File: config.mk
export PLATFORM = sky130hd
export DESIGN_NAME = identParse
export DESIGN_NICKNAME = d
export VERILOG_FILES = /design/src/rtl/identParsePkg.sv /design/src/rtl/identParseCtrl.sv /design/src/rtl/identParseStore.sv /design/src/rtl/identParseEval.sv /design/src/rtl/identParse.sv
export SDC_FILE = /design/constraint.sdc
export NUM_CORES = 2
export LEC_CHECK = 0
export BUFFER_PORTS_ARGS = -buffer_cell sky130_fd_sc_hd__buf_2
export CAP_MARGIN = 40
export CORE_MARGIN = 4
export CORE_UTILIZATION = 55
export DETAILED_ROUTE_END_ITERATION = 10
export PLACE_DENSITY = 0.7
export SLEW_MARGIN = 20
export SYNTH_ARGS = -nofsm -noshare
export SYNTH_HDL_FRONTEND = slang
export SYNTH_HIERARCHICAL = 1
export SYNTH_SLANG_ARGS = --single-unit
export TNS_END_PERCENT = 100
File: constraint.sdc
create_clock -name clk -period 24.3 [get_ports clk]
set_input_delay 4.86 -clock clk [delete_from_list [all_inputs] [get_ports clk]]
set_output_delay 4.86 -clock clk [all_outputs]
set_load 0.01 [all_outputs]
File: src/rtl/identParsePkg.sv
package identParsePkg;

  localparam int WORD_W = 16;
  localparam int IDX_W  = 8;
  localparam int NFLAG  = 8;
  localparam int SIZE_W = 33;
  localparam int CAP_W  = 64;

  localparam int F_LBA    = 0;
  localparam int F_LBA48  = 1;
  localparam int F_SMART  = 2;
  localparam int F_POWER  = 3;
  localparam int F_NOP    = 4;
  localparam int F_PACKET = 5;
  localparam int F_CDB16  = 6;
  localparam int F_ATA8   = 7;

  localparam logic [WORD_W-1:0] PACKET_SIG = 16'hEB14;

  localparam int NKEEP = 31;
  localparam logic [IDX_W-1:0] KEEP_IDX [NKEEP] = '{
    8'd0,   8'd1,   8'd3,   8'd6,   8'd49,  8'd53,  8'd54,  8'd55,
    8'd56,  8'd60,  8'd61,  8'd76,  8'd78,  8'd79,  8'd80,  8'd82,
    8'd83,  8'd86,  8'd88,  8'd100, 8'd101, 8'd102, 8'd103, 8'd106,
    8'd108, 8'd109, 8'd110, 8'd111, 8'd117, 8'd118, 8'd222
  };

  typedef struct packed {
    logic clear;
    logic capture;
    logic finish;
  } strobeT;

  function automatic logic [WORD_W-1:0] pickWord(
    input logic [NKEEP*WORD_W-1:0] flat,
    input int idx
  );
    logic [WORD_W-1:0] r;
    r = '0;
    for (int k = 0; k < NKEEP; k++)
      if (int'(KEEP_IDX[k]) == idx) r = flat[k*WORD_W +: WORD_W];
    return r;
  endfunction

  function automatic logic [WORD_W-1:0] onesToZero(input logic [WORD_W-1:0] w);
    return (w == '1) ? '0 : w;
  endfunction

endpackage

File: src/rtl/identParseCtrl.sv
module identParseCtrl
  import identParsePkg::*;
#(
  parameter int LAST_IDX = 255
) (
  input  logic             clk,
  input  logic             rstN,
  input  logic             wordValid,
  input  logic [IDX_W-1:0] wordIdx,
  output strobeT           strobe,
  output logic             done
);

  logic blockOpen;
  logic isFirst;
  logic isLast;

  assign isFirst = wordValid && (wordIdx == '0);
  assign isLast  = wordValid && (wordIdx == IDX_W'(LAST_IDX));

  always_comb begin
    strobe.clear   = isFirst;
    strobe.capture = wordValid;
    strobe.finish  = isLast && (blockOpen || isFirst);
  end

  always_ff @(posedge clk or negedge rstN) begin
    if (!rstN) begin
      blockOpen <= 1'b0;
      done      <= 1'b0;
    end else begin
      done <= strobe.finish;
      if (strobe.finish)     blockOpen <= 1'b0;
      else if (strobe.clear) blockOpen <= 1'b1;
    end
  end

endmodule

File: src/rtl/identParseStore.sv
module identParseStore
  import identParsePkg::*;
(
  input  logic                    clk,
  input  logic                    rstN,
  input  strobeT                  strobe,
  input  logic [IDX_W-1:0]        wordIdx,
  input  logic [WORD_W-1:0]       wordData,
  output logic [NKEEP*WORD_W-1:0] keptFlat
);

  for (genvar g = 0; g < NKEEP; g++) begin : gSlot
    logic hit;
    assign hit = strobe.capture && (wordIdx == KEEP_IDX[g]);
    always_ff @(posedge clk or negedge rstN) begin
      if (!rstN)             keptFlat[g*WORD_W +: WORD_W] <= '0;
      else if (hit)          keptFlat[g*WORD_W +: WORD_W] <= wordData;
      else if (strobe.clear) keptFlat[g*WORD_W +: WORD_W] <= '0;
    end
  end

endmodule

File: src/rtl/identParseEval.sv
module identParseEval
  import identParsePkg::*;
(
  input  logic                    clk,
  input  logic                    rstN,
  input  strobeT                  strobe,
  input  logic [NKEEP*WORD_W-1:0] keptFlat,
  input  logic [WORD_W-1:0]       sigUpper,
  output logic [NFLAG-1:0]        capFlags,
  output logic [7:0]              udmaCount,
  output logic [2:0]              speeds,
  output logic [SIZE_W-1:0]       logSectSize,
  output logic [2:0]              physShift,
  output logic [CAP_W-1:0]        capacity,
  output logic                    reject,
  output logic [63:0]             wwn
);

  logic [WORD_W-1:0] w0, w1, w3, w6, w49, w53, w54, w55, w56, w60, w61;
  logic [WORD_W-1:0] w76c, w78, w79, w80c, w82, w83, w86, w88;
  logic [WORD_W-1:0] w100, w101, w102, w103, w106;
  logic [WORD_W-1:0] w108, w109, w110, w111, w117, w118, w222c;

  always_comb begin
    w0   = pickWord(keptFlat, 0);
    w1   = pickWord(keptFlat, 1);
    w3   = pickWord(keptFlat, 3);
    w6   = pickWord(keptFlat, 6);
    w49  = pickWord(keptFlat, 49);
    w53  = pickWord(keptFlat, 53);
    w54  = pickWord(keptFlat, 54);
    w55  = pickWord(keptFlat, 55);
    w56  = pickWord(keptFlat, 56);
    w60  = pickWord(keptFlat, 60);
    w61  = pickWord(keptFlat, 61);
    w76c = onesToZero(pickWord(keptFlat, 76));
    w78  = pickWord(keptFlat, 78);
    w79  = pickWord(keptFlat, 79);
    w80c = onesToZero(pickWord(keptFlat, 80));
    w82  = pickWord(keptFlat, 82);
    w83  = pickWord(keptFlat, 83);
    w86  = pickWord(keptFlat, 86);
    w88  = pickWord(keptFlat, 88);
    w100 = pickWord(keptFlat, 100);
    w101 = pickWord(keptFlat, 101);
    w102 = pickWord(keptFlat, 102);
    w103 = pickWord(keptFlat, 103);
    w106 = pickWord(keptFlat, 106);
    w108 = pickWord(keptFlat, 108);
    w109 = pickWord(keptFlat, 109);
    w110 = pickWord(keptFlat, 110);
    w111 = pickWord(keptFlat, 111);
    w117 = pickWord(keptFlat, 117);
    w118 = pickWord(keptFlat, 118);
    w222c = onesToZero(pickWord(keptFlat, 222));
  end

  // addressing and capacity selection
  logic             isPacket, hasLba, hasLba48;
  logic [WORD_W-1:0] cyl, hd, sec;
  logic [CAP_W-1:0] chsProd, rawCap;

  always_comb begin
    isPacket = (sigUpper == PACKET_SIG);
    hasLba   = w49[9];
    hasLba48 = hasLba && (w83[10] || w86[10]);
    if (w53[0]) begin
      cyl = w1;  hd = w3;  sec = w6;
    end else begin
      cyl = w54; hd = w55; sec = w56;
    end
    chsProd = CAP_W'(cyl) * CAP_W'(hd) * CAP_W'(sec);
    if (!hasLba)        rawCap = chsProd;
    else if (hasLba48)  rawCap = {w103, w102, w101, w100};
    else                rawCap = {32'd0, w61, w60};
  end

  // transfer-mode level
  logic [7:0] udmaNext;
  logic [7:0] topBit;
  always_comb begin
    topBit = 8'd0;
    for (int b = 0; b < 7; b++)
      if (w88[b]) topBit = 8'(b + 1);
    if (w49[8] && w53[2]) udmaNext = 8'hFF + topBit;
    else                  udmaNext = 8'hFF;
  end

  // feature words gated by a valid signature
  logic w83Valid, pwrNext, smartNext, nopNext;
  always_comb begin
    w83Valid  = (w83[15:14] == 2'b01);
    pwrNext   = w83Valid && w83[3];
    smartNext = w83Valid && w82[0];
    nopNext   = w83Valid && w82[14];
  end

  // link speeds and rejection
  logic       ata8, linkInfo, rejectNext;
  logic [2:0] speedsNext;
  logic [WORD_W-1:0] keepMask;
  always_comb begin
    ata8       = w80c[8];
    linkInfo   = ata8 && (w222c[15:12] == 4'h1) && (w76c != '0);
    keepMask   = w78 & w79;
    speedsNext = linkInfo ? w76c[3:1] : 3'd0;
    rejectNext = linkInfo && !keepMask[6];
  end

  // sector geometry
  logic [31:0]       sizeWord;
  logic [SIZE_W-1:0] sizeNext;
  logic [2:0]        shiftNext;
  always_comb begin
    sizeWord  = {w118, w117};
    sizeNext  = SIZE_W'(512);
    shiftNext = 3'd0;
    if (!isPacket && (w106[15:14] == 2'b01)) begin
      if (sizeWord >= 32'd256) sizeNext = {sizeWord, 1'b0};
      if (w106[13])            shiftNext = w106[2:0];
    end
  end

  logic [63:0]       wwnNext;
  logic [NFLAG-1:0]  flagsNext;
  always_comb begin
    wwnNext = (w108[15:12] == 4'h5) ? {w108, w109, w110, w111} : 64'd0;
    flagsNext           = '0;
    flagsNext[F_LBA]    = hasLba;
    flagsNext[F_LBA48]  = hasLba48;
    flagsNext[F_SMART]  = smartNext;
    flagsNext[F_POWER]  = pwrNext;
    flagsNext[F_NOP]    = nopNext;
    flagsNext[F_PACKET] = isPacket;
    flagsNext[F_CDB16]  = isPacket && w0[0];
    flagsNext[F_ATA8]   = ata8;
  end

  always_ff @(posedge clk or negedge rstN) begin
    if (!rstN) begin
      capFlags    <= '0;
      udmaCount   <= '0;
      speeds      <= '0;
      logSectSize <= '0;
      physShift   <= '0;
      capacity    <= '0;
      reject      <= 1'b0;
      wwn         <= '0;
    end else if (strobe.finish) begin
      capFlags    <= flagsNext;
      udmaCount   <= udmaNext;
      speeds      <= speedsNext;
      logSectSize <= sizeNext;
      physShift   <= shiftNext;
      capacity    <= rawCap >> shiftNext;
      reject      <= rejectNext;
      wwn         <= wwnNext;
    end
  end

endmodule

File: src/rtl/identParse.sv
module identParse
  import identParsePkg::*;
#(
  parameter int LAST_IDX = 255
) (
  input  logic              clk,
  input  logic              rstN,
  input  logic              wordValid,
  input  logic [IDX_W-1:0]  wordIdx,
  input  logic [WORD_W-1:0] wordData,
  input  logic [WORD_W-1:0] sigUpper,
  output logic              done,
  output logic [NFLAG-1:0]  capFlags,
  output logic [7:0]        udmaCount,
  output logic [2:0]        speeds,
  output logic [SIZE_W-1:0] logSectSize,
  output logic [2:0]        physShift,
  output logic [CAP_W-1:0]  capacity,
  output logic              reject,
  output logic [63:0]       wwn
);

  strobeT                  strobe;
  logic [NKEEP*WORD_W-1:0] keptFlat;

  identParseCtrl #(.LAST_IDX(LAST_IDX)) uCtrl (
    .clk(clk), .rstN(rstN), .wordValid(wordValid), .wordIdx(wordIdx),
    .strobe(strobe), .done(done)
  );

  identParseStore uStore (
    .clk(clk), .rstN(rstN), .strobe(strobe), .wordIdx(wordIdx),
    .wordData(wordData), .keptFlat(keptFlat)
  );

  identParseEval uEval (
    .clk(clk), .rstN(rstN), .strobe(strobe), .keptFlat(keptFlat),
    .sigUpper(sigUpper), .capFlags(capFlags), .udmaCount(udmaCount),
    .speeds(speeds), .logSectSize(logSectSize), .physShift(physShift),
    .capacity(capacity), .reject(reject), .wwn(wwn)
  );

endmodule

==> reports/summary.json <==
{
  "route.detailed.vias_per_inst": 5.95,
  "clock-sinks": 533,
  "clk-insertion-delay-late_ps": 580,
  "pin_count_of_the_biggest_net_entering_global_routing": 195,
  "netlist_instances": 5431,
  "synth_area_sq_mm": 0.0521,
  "nNetsFinal": 6347,
  "drcViolationCount": 0,
  "layout.core_utilization_pct": 60.0,
  "timing.hold.worst.class": "reg2reg",
  "via_count_of_the_first_global_routing_pass": 41800,
  "slew_violations": 0,
  "fillerInstances": 8127,
  "rr_startpoint": "uStore/keptFlat[80]",
  "antenna_violation_net_count_after_detailed_routing": 0,
  "timing.clock.skew_ps": 18.8,
  "grt_first_pass_wirelength_mm": 246,
  "cts_hold_repair.buffers": 0,
  "floorplan.core_area_sq_mm": 0.0936,
  "final.setup.tns_ps": 0,
  "pwr_density_mw_per_mm2": 36.2,
  "via_count": 40200,
  "grt_usage_pct": 31.6,
  "grt_setup_unrepaired": "false",
  "timing.final.crit_period_ps": 14630,
  "cts_inserted_buffers": 49,
  "worst-setup-path-type": "reg2reg",
  "floorplan.io_pins": 228,
  "dpl_cell_area_sq_mm": 0.0544,
  "timing.critical_path.slowest_cell_delay_ps": 730,
  "critical_path_arrival_ps": 15050,
  "placementRows": 112,
  "min_to": "uEval/wwn[57]",
  "drv.max_cap_violation_count": 0,
  "grt.overflow.total": 0,
  "detail_route.first_pass.iterations": 6,
  "ff_latch_area_sq_mm": 0.0133,
  "routed_wl_mm": 157,
  "die_h_microns": 316,
  "final_hold_viol_count": 0,
  "post-dp-hpwl_mm": 115,
  "peakVddDrop_uv": 84.1,
  "fmax_ghz": 0.0684,
  "timing.final.crit_share_pct": 60.2,
  "antenna_violations_before_repair": 2,
  "finalWorstSetupSlack_ps": 9670,
  "endpoints_failing_setup": 0,
  "max-slew-margin-rel_pct": 33.6,
  "fin_area_sq_mm": 0.0562,
  "flow.area_growth_from_synthesis_pct": 7.82,
  "floorplan.die_area_sq_mm": 0.0998,
  "critPathRequiredTime_ps": 24720,
  "multiInputGateArea_sq_mm": 0.0348,
  "syn-mean-instance-area_sq_um": 9.60,
  "timing.critical_path.from_type": "flip-flop",
  "first_iter_violations": 3426,
  "route.detailed.wl_per_inst_microns": 23.2,
  "cts-resized-gates": 0,
  "critPathCaptureType": "flip-flop",
  "cp_common_cell": "sky130_fd_sc_hd__fa_1",
  "tightest_slew_ps": 996,
  "synth_warnings": 6,
  "cts.reportedPaths.clkPinSlew_ps": 70,
  "hold_path_start": "uStore/keptFlat[393]",
  "starting_density_of_the_core_pct": 55.7,
  "htreeDepth": 2,
  "clock-root-buffer": "sky130_fd_sc_hd__clkbuf_16",
  "placed_cells": 6657,
  "dpl_worst_slack_ps": 9570,
  "r2r.worst_path.cells": 46,
  "postCtsSetupBuffers": 0,
  "regToRegSetupSlack_ps": 9670,
  "mappedNetlistNets": 6312,
  "path_max_fanout": 49,
  "cts_tree": "done",
  "post_route_cells_drive_above_1_share_pct": 16.8,
  "finalWeightedCongestion": 0.967,
  "cellLeakagePower_uw": 0.0283,
  "port-buffer-count": 226,
  "hold_depth": 1,
  "outcome": "finished clean",
  "r2r-end": "uEval/capacity[40]",
  "finish.cell_count_without_fillers": 6761,
  "die_width_microns": 316,
  "ctsLongestPathBuffers": 3,
  "critPathSlowestCell": "sky130_fd_sc_hd__dfrtp_4"
}
layout by cell type, fill, tap and decap left out, types with 38 or more instances in the layout:
cell	count
sky130_fd_sc_hd__clkbuf_16	50
sky130_fd_sc_hd__ha_1	226
sky130_fd_sc_hd__o21ai_0	72
sky130_fd_sc_hd__fa_1	612
sky130_fd_sc_hd__nand4_1	38
sky130_fd_sc_hd__mux2i_1	88
sky130_fd_sc_hd__dfrtp_1	531
sky130_fd_sc_hd__nand2_1	675
sky130_fd_sc_hd__buf_4	85
sky130_fd_sc_hd__inv_1	652
sky130_fd_sc_hd__nor2_1	394
sky130_fd_sc_hd__a21oi_1	148
sky130_fd_sc_hd__a22o_1	99
sky130_fd_sc_hd__and2_1	64
sky130_fd_sc_hd__nand3_1	69
sky130_fd_sc_hd__buf_2	225
sky130_fd_sc_hd__a21o_1	49
sky130_fd_sc_hd__mux2_2	403
sky130_fd_sc_hd__nor3_1	61
sky130_fd_sc_hd__nor2b_1	368
worst max-delay path, delay by kind of cell, from the launching register on:
| family | cells | cell delay [ps] |
|---|---|---|
| adder cells (fa/ha/maj) | 14 | 6960 |
| multiplexers | 1 | 570 |
| AND/OR/NAND/NOR | 4 | 590 |
| XOR/XNOR | 2 | 550 |
| AO/OA/AOI/OAI | 15 | 3720 |
| buffers and inverters | 10 | 1270 |
| flip-flops | 1 | 730 |
through the flow:
stage | hold slack, ps | power (uW)
after global routing | 500 | 2100
after global placement | 458 | 1220
after floorplan | 458 | 1110
after detailed placement | 464 | 1230
final | 482 | 2040
after CTS | 483 | 2040
per-layer routing:
metal  GRT usage (%)  vias up  share of wire, %
met5               0        -            0.0045
li1                -    17700                 -
met2            51.9     1754                47
met1            43.2    20400                41
met4            9.44        2               3.2
met3            5.60      322               8.4
final cells by class:
| cell class | instances | area share [%] |
|---|---|---|
| sequential | 533 | 23.7 |
| inverter | 653 | 4.37 |
| clock inverter | 25 | 0.534 |
| tap | 1254 | 2.79 |
| multi-input combinational | 3882 | 61.9 |
| clock buffer | 64 | 2.44 |
| antenna | 3 | 0.0134 |
| timing repair buffer | 347 | 4.17 |
flip-flops by register name, summed over array words and instances, names as in the netlist:
name               count
uEval/logSectSize     32
uCtrl/done             1
uEval/capFlags         8
uCtrl/blockOpen        1
uEval/physShift        3
uEval/udmaCount        5
uEval/capacity        64
uEval/wwn             64
uEval/reject           1
uEval/speeds           3
uStore/keptFlat      351
worst max path at each step:
stage | start | to | slack, ps | cells past startpoint
3_3_place_gp | uStore/keptFlat[80] | uEval/capacity[42] | 9780 | 43
2_1_floorplan | uStore/keptFlat[80] | uEval/capacity[41] | 10580 | 48
6_report | uStore/keptFlat[80] | uEval/capacity[40] | 9670 | 46
5_1_grt | uStore/keptFlat[80] | uEval/capacity[40] | 9040 | 46
3_5_place_dp | uStore/keptFlat[80] | uEval/capacity[40] | 9570 | 43
4_1_cts | uStore/keptFlat[80] | uEval/capacity[40] | 9520 | 43
report_power, final:
part | internal, uW | total [uW] | switching [uW]
clock | 464 | 816 | 352
sequential | 920 | 945 | 24.6
combinational | 95.6 | 277 | 181
total | 1480 | 2040 | 557
(Power assumes the default switching activity.)
